[src/rtl/bas_pkg.sv]
package bas_pkg;
  typedef enum logic [2:0] {
    CMD_HOLD    = 3'd0,
    CMD_STEP    = 3'd1,
    CMD_LOAD_RD = 3'd2,
    CMD_LOAD_WR = 3'd3,
    CMD_DESEL   = 3'd4
  } bas_cmd_e;
endpackage

[src/rtl/bas_decode.sv]
module bas_decode
  import bas_pkg::*;
#(
  parameter int BYTES = 4
) (
  input  logic             strobe_proc_n,
  input  logic             strobe_ctrl_n,
  input  logic             adv_n,
  input  logic             ce1_n,
  input  logic             ce2,
  input  logic             ce3_n,
  input  logic             all_wr_n,
  input  logic             byte_wr_en_n,
  input  logic [BYTES-1:0] byte_sel_n,
  output bas_cmd_e         cmd,
  output logic             wr_now
);
  logic proc_go;
  logic ctrl_go;
  logic late_ok;

  // Second and third enables matter only once a strobe is accepted.
  assign late_ok = ce2 && !ce3_n;
  assign proc_go = !strobe_proc_n && !ce1_n;
  assign ctrl_go = !strobe_ctrl_n;
  assign wr_now  = !all_wr_n || (!byte_wr_en_n && (byte_sel_n != {BYTES{1'b1}}));

  always_comb begin
    if (proc_go) begin
      cmd = late_ok ? CMD_LOAD_RD : CMD_DESEL;
    end else if (ctrl_go) begin
      if (ce1_n || !late_ok) cmd = CMD_DESEL;
      else                   cmd = wr_now ? CMD_LOAD_WR : CMD_LOAD_RD;
    end else begin
      cmd = adv_n ? CMD_HOLD : CMD_STEP;
    end
  end
endmodule

[src/rtl/bas_counter.sv]
module bas_counter #(
  parameter int CNT_W = 2
) (
  input  logic             clk,
  input  logic             rst,
  input  logic             load,
  input  logic             step,
  output logic [CNT_W-1:0] offset_q,
  output logic [CNT_W-1:0] offset_d,
  output logic             wrap
);
  localparam logic [CNT_W-1:0] LAST = {CNT_W{1'b1}};

  always_comb begin
    if (load)      offset_d = '0;
    else if (step) offset_d = offset_q + 1'b1;
    else           offset_d = offset_q;
  end

  assign wrap = step && !load && (offset_q == LAST);

  always_ff @(posedge clk) begin
    if (rst) offset_q <= '0;
    else     offset_q <= offset_d;
  end
endmodule

[src/rtl/bas_order.sv]
module bas_order #(
  parameter int CNT_W = 2
) (
  input  logic             interleave,
  input  logic [CNT_W-1:0] start,
  input  logic [CNT_W-1:0] offset,
  output logic [CNT_W-1:0] low
);
  logic [CNT_W-1:0] lin;
  logic [CNT_W-1:0] ilv;

  assign lin = start + offset;

  for (genvar b = 0; b < CNT_W; b++) begin : g_bit
    assign ilv[b] = start[b] ^ offset[b];
  end

  assign low = interleave ? ilv : lin;
endmodule

[src/rtl/burst_addr_seq.sv]
module burst_addr_seq
  import bas_pkg::*;
#(
  parameter int ADDR_W = 16,
  parameter int CNT_W  = 2,
  parameter int BYTES  = 4
) (
  input  logic              clk,
  input  logic              rst,
  input  logic              mode_interleave,
  input  logic [ADDR_W-1:0] addr_in,
  input  logic              strobe_proc_n,
  input  logic              strobe_ctrl_n,
  input  logic              adv_n,
  input  logic              ce1_n,
  input  logic              ce2,
  input  logic              ce3_n,
  input  logic              all_wr_n,
  input  logic              byte_wr_en_n,
  input  logic [BYTES-1:0]  byte_sel_n,
  output logic [ADDR_W-1:0] arr_addr,
  output logic              selected,
  output logic              is_write,
  output logic              burst_active
);
  localparam int HI_W = ADDR_W - CNT_W;

  bas_cmd_e          cmd;
  logic              wr_now;
  logic              load;
  logic              step;
  logic              wrap;
  logic [CNT_W-1:0]  offset_q;
  logic [CNT_W-1:0]  offset_d;
  logic [CNT_W-1:0]  low_d;
  logic [ADDR_W-1:0] base_q;
  logic [ADDR_W-1:0] base_d;
  logic              sel_q;
  logic              act_q;
  logic              wr_q;
  logic [ADDR_W-1:0] addr_q;

  bas_decode #(.BYTES(BYTES)) u_decode (
    .strobe_proc_n (strobe_proc_n),
    .strobe_ctrl_n (strobe_ctrl_n),
    .adv_n         (adv_n),
    .ce1_n         (ce1_n),
    .ce2           (ce2),
    .ce3_n         (ce3_n),
    .all_wr_n      (all_wr_n),
    .byte_wr_en_n  (byte_wr_en_n),
    .byte_sel_n    (byte_sel_n),
    .cmd           (cmd),
    .wr_now        (wr_now)
  );

  assign load = (cmd == CMD_LOAD_RD) || (cmd == CMD_LOAD_WR);
  assign step = (cmd == CMD_STEP) && sel_q;

  bas_counter #(.CNT_W(CNT_W)) u_counter (
    .clk      (clk),
    .rst      (rst),
    .load     (load),
    .step     (step),
    .offset_q (offset_q),
    .offset_d (offset_d),
    .wrap     (wrap)
  );

  assign base_d = load ? addr_in : base_q;

  bas_order #(.CNT_W(CNT_W)) u_order (
    .interleave (mode_interleave),
    .start      (base_d[CNT_W-1:0]),
    .offset     (offset_d),
    .low        (low_d)
  );

  always_ff @(posedge clk) begin
    if (rst) begin
      base_q <= '0;
      addr_q <= '0;
      sel_q  <= 1'b0;
      act_q  <= 1'b0;
      wr_q   <= 1'b0;
    end else begin
      base_q <= base_d;
      addr_q <= {base_d[ADDR_W-1 -: HI_W], low_d};
      unique case (cmd)
        CMD_LOAD_RD: begin
          sel_q <= 1'b1;
          act_q <= 1'b1;
          wr_q  <= 1'b0;
        end
        CMD_LOAD_WR: begin
          sel_q <= 1'b1;
          act_q <= 1'b1;
          wr_q  <= 1'b1;
        end
        CMD_DESEL: begin
          sel_q <= 1'b0;
          act_q <= 1'b0;
          wr_q  <= 1'b0;
        end
        CMD_STEP: begin
          wr_q <= sel_q && wr_now;
          if (wrap) act_q <= 1'b0;
        end
        default: begin
          wr_q <= sel_q && wr_now;
        end
      endcase
    end
  end

  assign arr_addr     = addr_q;
  assign selected     = sel_q;
  assign is_write     = wr_q;
  assign burst_active = act_q;
endmodule

[config.mk]
export PLATFORM = sky130hd
export DESIGN_NAME = burst_addr_seq
export DESIGN_NICKNAME = d
export VERILOG_FILES = /design/src/rtl/bas_pkg.sv /design/src/rtl/bas_decode.sv /design/src/rtl/bas_counter.sv /design/src/rtl/bas_order.sv /design/src/rtl/burst_addr_seq.sv
export SDC_FILE = /design/constraint.sdc
export NUM_CORES = 1
export LEC_CHECK = 0
export ABC_AREA = 1
export BUFFER_PORTS_ARGS = -buffer_cell sky130_fd_sc_hd__buf_2
export CAP_MARGIN = 5
export CORE_MARGIN = 2
export CORE_UTILIZATION = 45
export DETAILED_ROUTE_END_ITERATION = 8
export MAX_ROUTING_LAYER = met4
export PLACE_DENSITY = 0.77
export SYNTH_ARGS = -nofsm -noshare
export SYNTH_HDL_FRONTEND = slang
export SYNTH_SLANG_ARGS = --single-unit
[constraint.sdc]
create_clock -name clk -period 1.6 [get_ports clk]
set_input_delay 0.16 -clock clk [delete_from_list [all_inputs] [get_ports clk]]
set_output_delay 0.16 -clock clk [all_outputs]
set_load 0.02 [all_outputs]
After elaboration in Yosys (flattened, before gate mapping). Index checks and enable logic that the tools add are counted.

Word-level logic and storage cells: 53. Input port bits: 31. Output and inout port bits: 19. Register bits after elaboration: 37.

Bitwise operators: 2. Add/sub/neg operators: 2. Mux-type cells: 14. Reduce and logical (&&, ||, !) cells: 22. Equal/unequal tests: 7.

Operators with widths (count): $mux W16 (1); $mux W3 (4); $logic_and A1 B1 Y1 (7); $logic_not A1 Y1 (7); $eq A3 B2 Y1 const B (2); $mux W2 (3); $ne A4 B4 Y1 const B (1); $pmux W1 S2 (2); $reduce_or A2 Y1 (2); $eq A3 B1 Y1 const B (1); $eq A3 B3 Y1 const B (1); $logic_or A1 B1 Y1 (3); $mux W1 (3); $pmux W1 S3 (1); $reduce_bool A3 Y1 (1); $add A2 B1 Y2 const B (1); $add A2 B2 Y2 (1); $eq A2 B2 Y1 const B (1); $ne A2 B1 Y1 const B (1); $reduce_and A2 Y1 (1); $reduce_bool A2 Y1 (1); $xor A1 B1 Y1 (2).

Depth between registers and ports, before layout.
Depth after elaboration: 14. Depth in mapped cells: 17.

By module. From an unflattened synthesis, not the netlist that was laid out.

Cells, all modules: 165. Area total of the unflattened synthesis: 1211.2 um2.

Modules (own cells, without submodules): burst_addr_seq (area each 929.6 um2, cells an instance 111, instances 1, seq. area each 420.4 um2); bas_counter (area each 120.1 um2, cells an instance 19, instances 1, seq. area each 40.0 um2); bas_decode (area each 93.8 um2, cells an instance 20, instances 1, seq. area each 0.0 um2); bas_order (area each 67.6 um2, cells an instance 15, instances 1, seq. area each 0.0 um2).

Worst setup path before layout. OpenSTA, ideal clock, no wires.

Kind: register to register. From: reg sel_q (netlist: selected). To: reg addr_q[1] (netlist: arr_addr[1]). Data required time: 1487 ps. Stages on the path, launching flop included: 13. Arrival: 1483 ps. Period minus slack after synthesis: 1595 ps. Setup slack: 5 ps. Library setup time: 113 ps. Cells stage by stage: dfxtp_1 -> nand4_2 -> nand2_1 -> inv_1 -> nor3_1 -> ha_1 -> inv_1 -> nor2_1 -> inv_1 -> nand3_1 -> nand2_1 -> nor2_1 -> nor2_1.

Word-level cells in the longest chain between the ends: 5.

RTL lines: start, declared (RTL line burst_addr_seq.sv:38) `logic sel_q;`; start signal, assigned (RTL line burst_addr_seq.sv:83) `sel_q <= 1'b0;`; start signal, assigned (RTL line burst_addr_seq.sv:91) `sel_q <= 1'b1;`; start signal, assigned (RTL line burst_addr_seq.sv:96) `sel_q <= 1'b1;`; $logic_and A1 B1 Y1 (RTL line burst_addr_seq.sv:58) `assign step = (cmd == CMD_STEP) && sel_q;`; $mux W2 (RTL line bas_counter.sv:16) `else if (step) offset_d = offset_q + 1'b1;`; $mux W2 (RTL line bas_counter.sv:15) `if (load) offset_d = '0;`; net offset_d[0] (RTL line burst_addr_seq.sv:34) `logic [CNT_W-1:0] offset_d;`; $add A2 B2 Y2 (RTL line bas_order.sv:12) `assign lin = start + offset;`; $mux W2 (RTL line bas_order.sv:18) `assign low = interleave ? ilv : lin;`; end signal, assigned (RTL line burst_addr_seq.sv:88) `addr_q <= {base_d[ADDR_W-1 -: HI_W], low_d};`; end, declared (RTL line burst_addr_seq.sv:41) `logic [ADDR_W-1:0] addr_q;`.

The timed path passes the listed nets, and every way through them passes these cells. A chain may end at the register's enable or synchronous reset.

Worst setup path in the final report. Ends and elaborated chain as after synthesis.

==> results.toml <==
[clocking]
cts_made_buffers = 3
clk_pin_slew_ps = 120
hold_buffers = 0
tritoncts = "yes"
clk_latency_ps = 300
h-tree-depth = 1
cts_root_buf = "clkbuf_4"
cts_sinks = 23
cts.path.max_buffers = 2

[synth]
synth_common_cells = "nor2_1 (37), dfxtp_1 (23), inv_1 (17)"
ys_types = 24
netlist_area_sq_um = 1090
synth_seq_area_share_pct = 42.3
synth_top_cell_area_share_pct = 42.3
async_flop_share_pct = 0
synth_ff_type = "dfxtp_1"
ys_top_cells_by_area = "dfxtp_1 (42%), nor2_1 (13%), buf_4 (10%)"
avgSynthCellArea_sq_um = 7.31
synth.most_common_cell = "nor2_1"
synth_nets = 182
netlist_instances = 149
yosys.area.top_type = "dfxtp_1"
yosys_register_bits = 23
yosys_warnings = 0
synth_edf_count = 0

[floorplan]
ios = 50
die_w_microns = 53.2
die_h_microns = 53.2
initial_core_util_pct = 48.3
coreArea_sq_um = 2250
die_area_sq_um = 2830
num_rows = 17

[run]
cap_viol_max_count = 0

[power]
peakVddDrop_mv = 0.538
power.total_mw = 1.03
p_leak_nw = 0.696
p_per_area_nw_per_um2 = 770

[routing]
vias_per_cell = 4.52
ant_nets = 0
wirelength_microns = 2140
first_iter_violations = 9
vias = 985
wire_per_inst_microns = 9.79
first_pass_iters = 4
drc_errors = 0

[setup_path]
crit_arrival_ps = 1700
startpoint_type = "flop"
path_max_fanout = 4
cp-end-kind = "flop"
crit_type = "flop to flop"
cp.required_ps = 1840

[timing]
drv_slew = 0
fin_hold_ws_ps = 96.0
timing.final.hold_violations = 0
clock_skew_ps = 2.30
slew_headroom_pct = 86.0
tightestPinTransition_ps = 209
min_period_ps = 1450
worst_slack_ps = 149
setup_viol = 0
fmax_mhz = 689
fin_setup_tns_ps = 0
fin_crit_sh_pct = 90.7

[placement]
dp_hpwl_microns = 1640
gp_congestion = 0.807
io_buffers = 49
place_area_sq_um = 1290
dp_slack_ps = -0.518

[grt]
top_usage_layer = "met2"
groute.layer.met2.usage_pct = 28.8
use_met1_pct = 18.5
grt_max_degree = 16
grt_first_pass_wirelength_microns = 3350
overflow = 0
grt_pass1_vias = 864
grtUsageTotal_pct = 15.8
antenna_found_initial = 0
met3_usage_pct = 1.69

[min_path]
min_path_type = "input port to flop"

[cells_and_area]
finalNetCount = 224
areaGrowthSynthToFinish_pct = 22.3
antennaDiodeCount = 0
stdcell_area_sq_um = 1330
drive_gt1_share_pct = 36.8

[status]
status = "complete, no violations"
cell families after synthesis:
logic type                 after synthesis  share of synthesized area [%]
DFF                                     23                           42.3
adders and majority gates                2                           2.30
AOI/OAI and AO/OA                       21                           10.9
buffers and inverters                   38                           19.1
and+or+nand+nor                         65                           25.5
area by class of cell:
| class | count | area [sq um] |
|---|---|---|
| Multi-Input combinational cell | 88 | 440 |
| Timing Repair Buffer | 56 | 298 |
| Inverter | 19 | 71.3 |
| Sequential cell | 23 | 462 |
| Tap cell | 28 | 35.0 |
| Fill cell | 215 | 922 |
| Clock buffer | 4 | 26.3 |
per-layer routing:
metal / vias to the layer above / routed length (microns)
met4: 0 / 14
li1: 530 / -
met5: - / 0
met2: 26 / 1050
met1: 427 / 951
met3: 2 / 116
placed cells by master, fill, tap and decap left out, types with 2 or more instances in the layout:
cell / netlist / layout
nand2_1: 13 / 13
buf_2: 1 / 49
a21oi_1: 4 / 4
inv_1: 17 / 17
nand2_2: 2 / 2
nor2_1: 37 / 36
o21ai_1: 6 / 6
buf_4: 15 / 7
dfxtp_1: 23 / 22
inv_2: 2 / 2
o21ai_0: 9 / 9
nor2_2: 1 / 2
clkbuf_4: 0 / 3
nand3_1: 6 / 6
what timing repair did:
action	CTS	global route
setup endpoints to repair	0	1
gates resized for setup	0	5
hold endpoints to repair	0	0
buffers inserted	0	0
critical path, cell delays in order, from the launching register on:
cell	delay [ps]
dfxtp_2	370
nand4_4	100
nand2_1	70
inv_1	60
nor3_2	120
ha_2	180
inv_1	40
nor2_2	90
inv_1	40
nand3_1	70
nand2_1	70
nand2_1	60
nand2_1	40
nor2_1	70
flip-flops by register name, indices dropped and copies added (netlist names):
signal,cells
is_write,1
arr_addr,2
u_counter.offset_q,2
selected,1
base_q,16
burst_active,1
where the power goes:
| part | internal [mW] | switching [mW] | leakage, nW |
|---|---|---|---|
| Combinational | 0.0719 | 0.0963 | 0.494 |
| Clock | 0.0969 | 0.158 | 0.0150 |
| Sequential | 0.594 | 0.00897 | 0.187 |
worst paths after layout:
| path | cells past startpoint | to | startpoint | slack [ps] |
|---|---|---|---|---|
| worst max-delay path | 13 | arr_addr[1] | selected | 150 |
| worst min-delay path | 3 | base_q[8] | addr_in[8] | 100 |
| worst max register to register | 13 | arr_addr[1] | selected | 150 |
| worst min register to register | 2 | base_q[1] | base_q[1] | 490 |
metrics by stage:
stage                     instances  utilization (%)
after floorplan                 149                -
final                           218             59.1
after detailed placement        214             57.0
after global routing            218             59.1
after CTS                       218             58.2
after global placement          214             57.0
(Power assumes the default switching activity.)
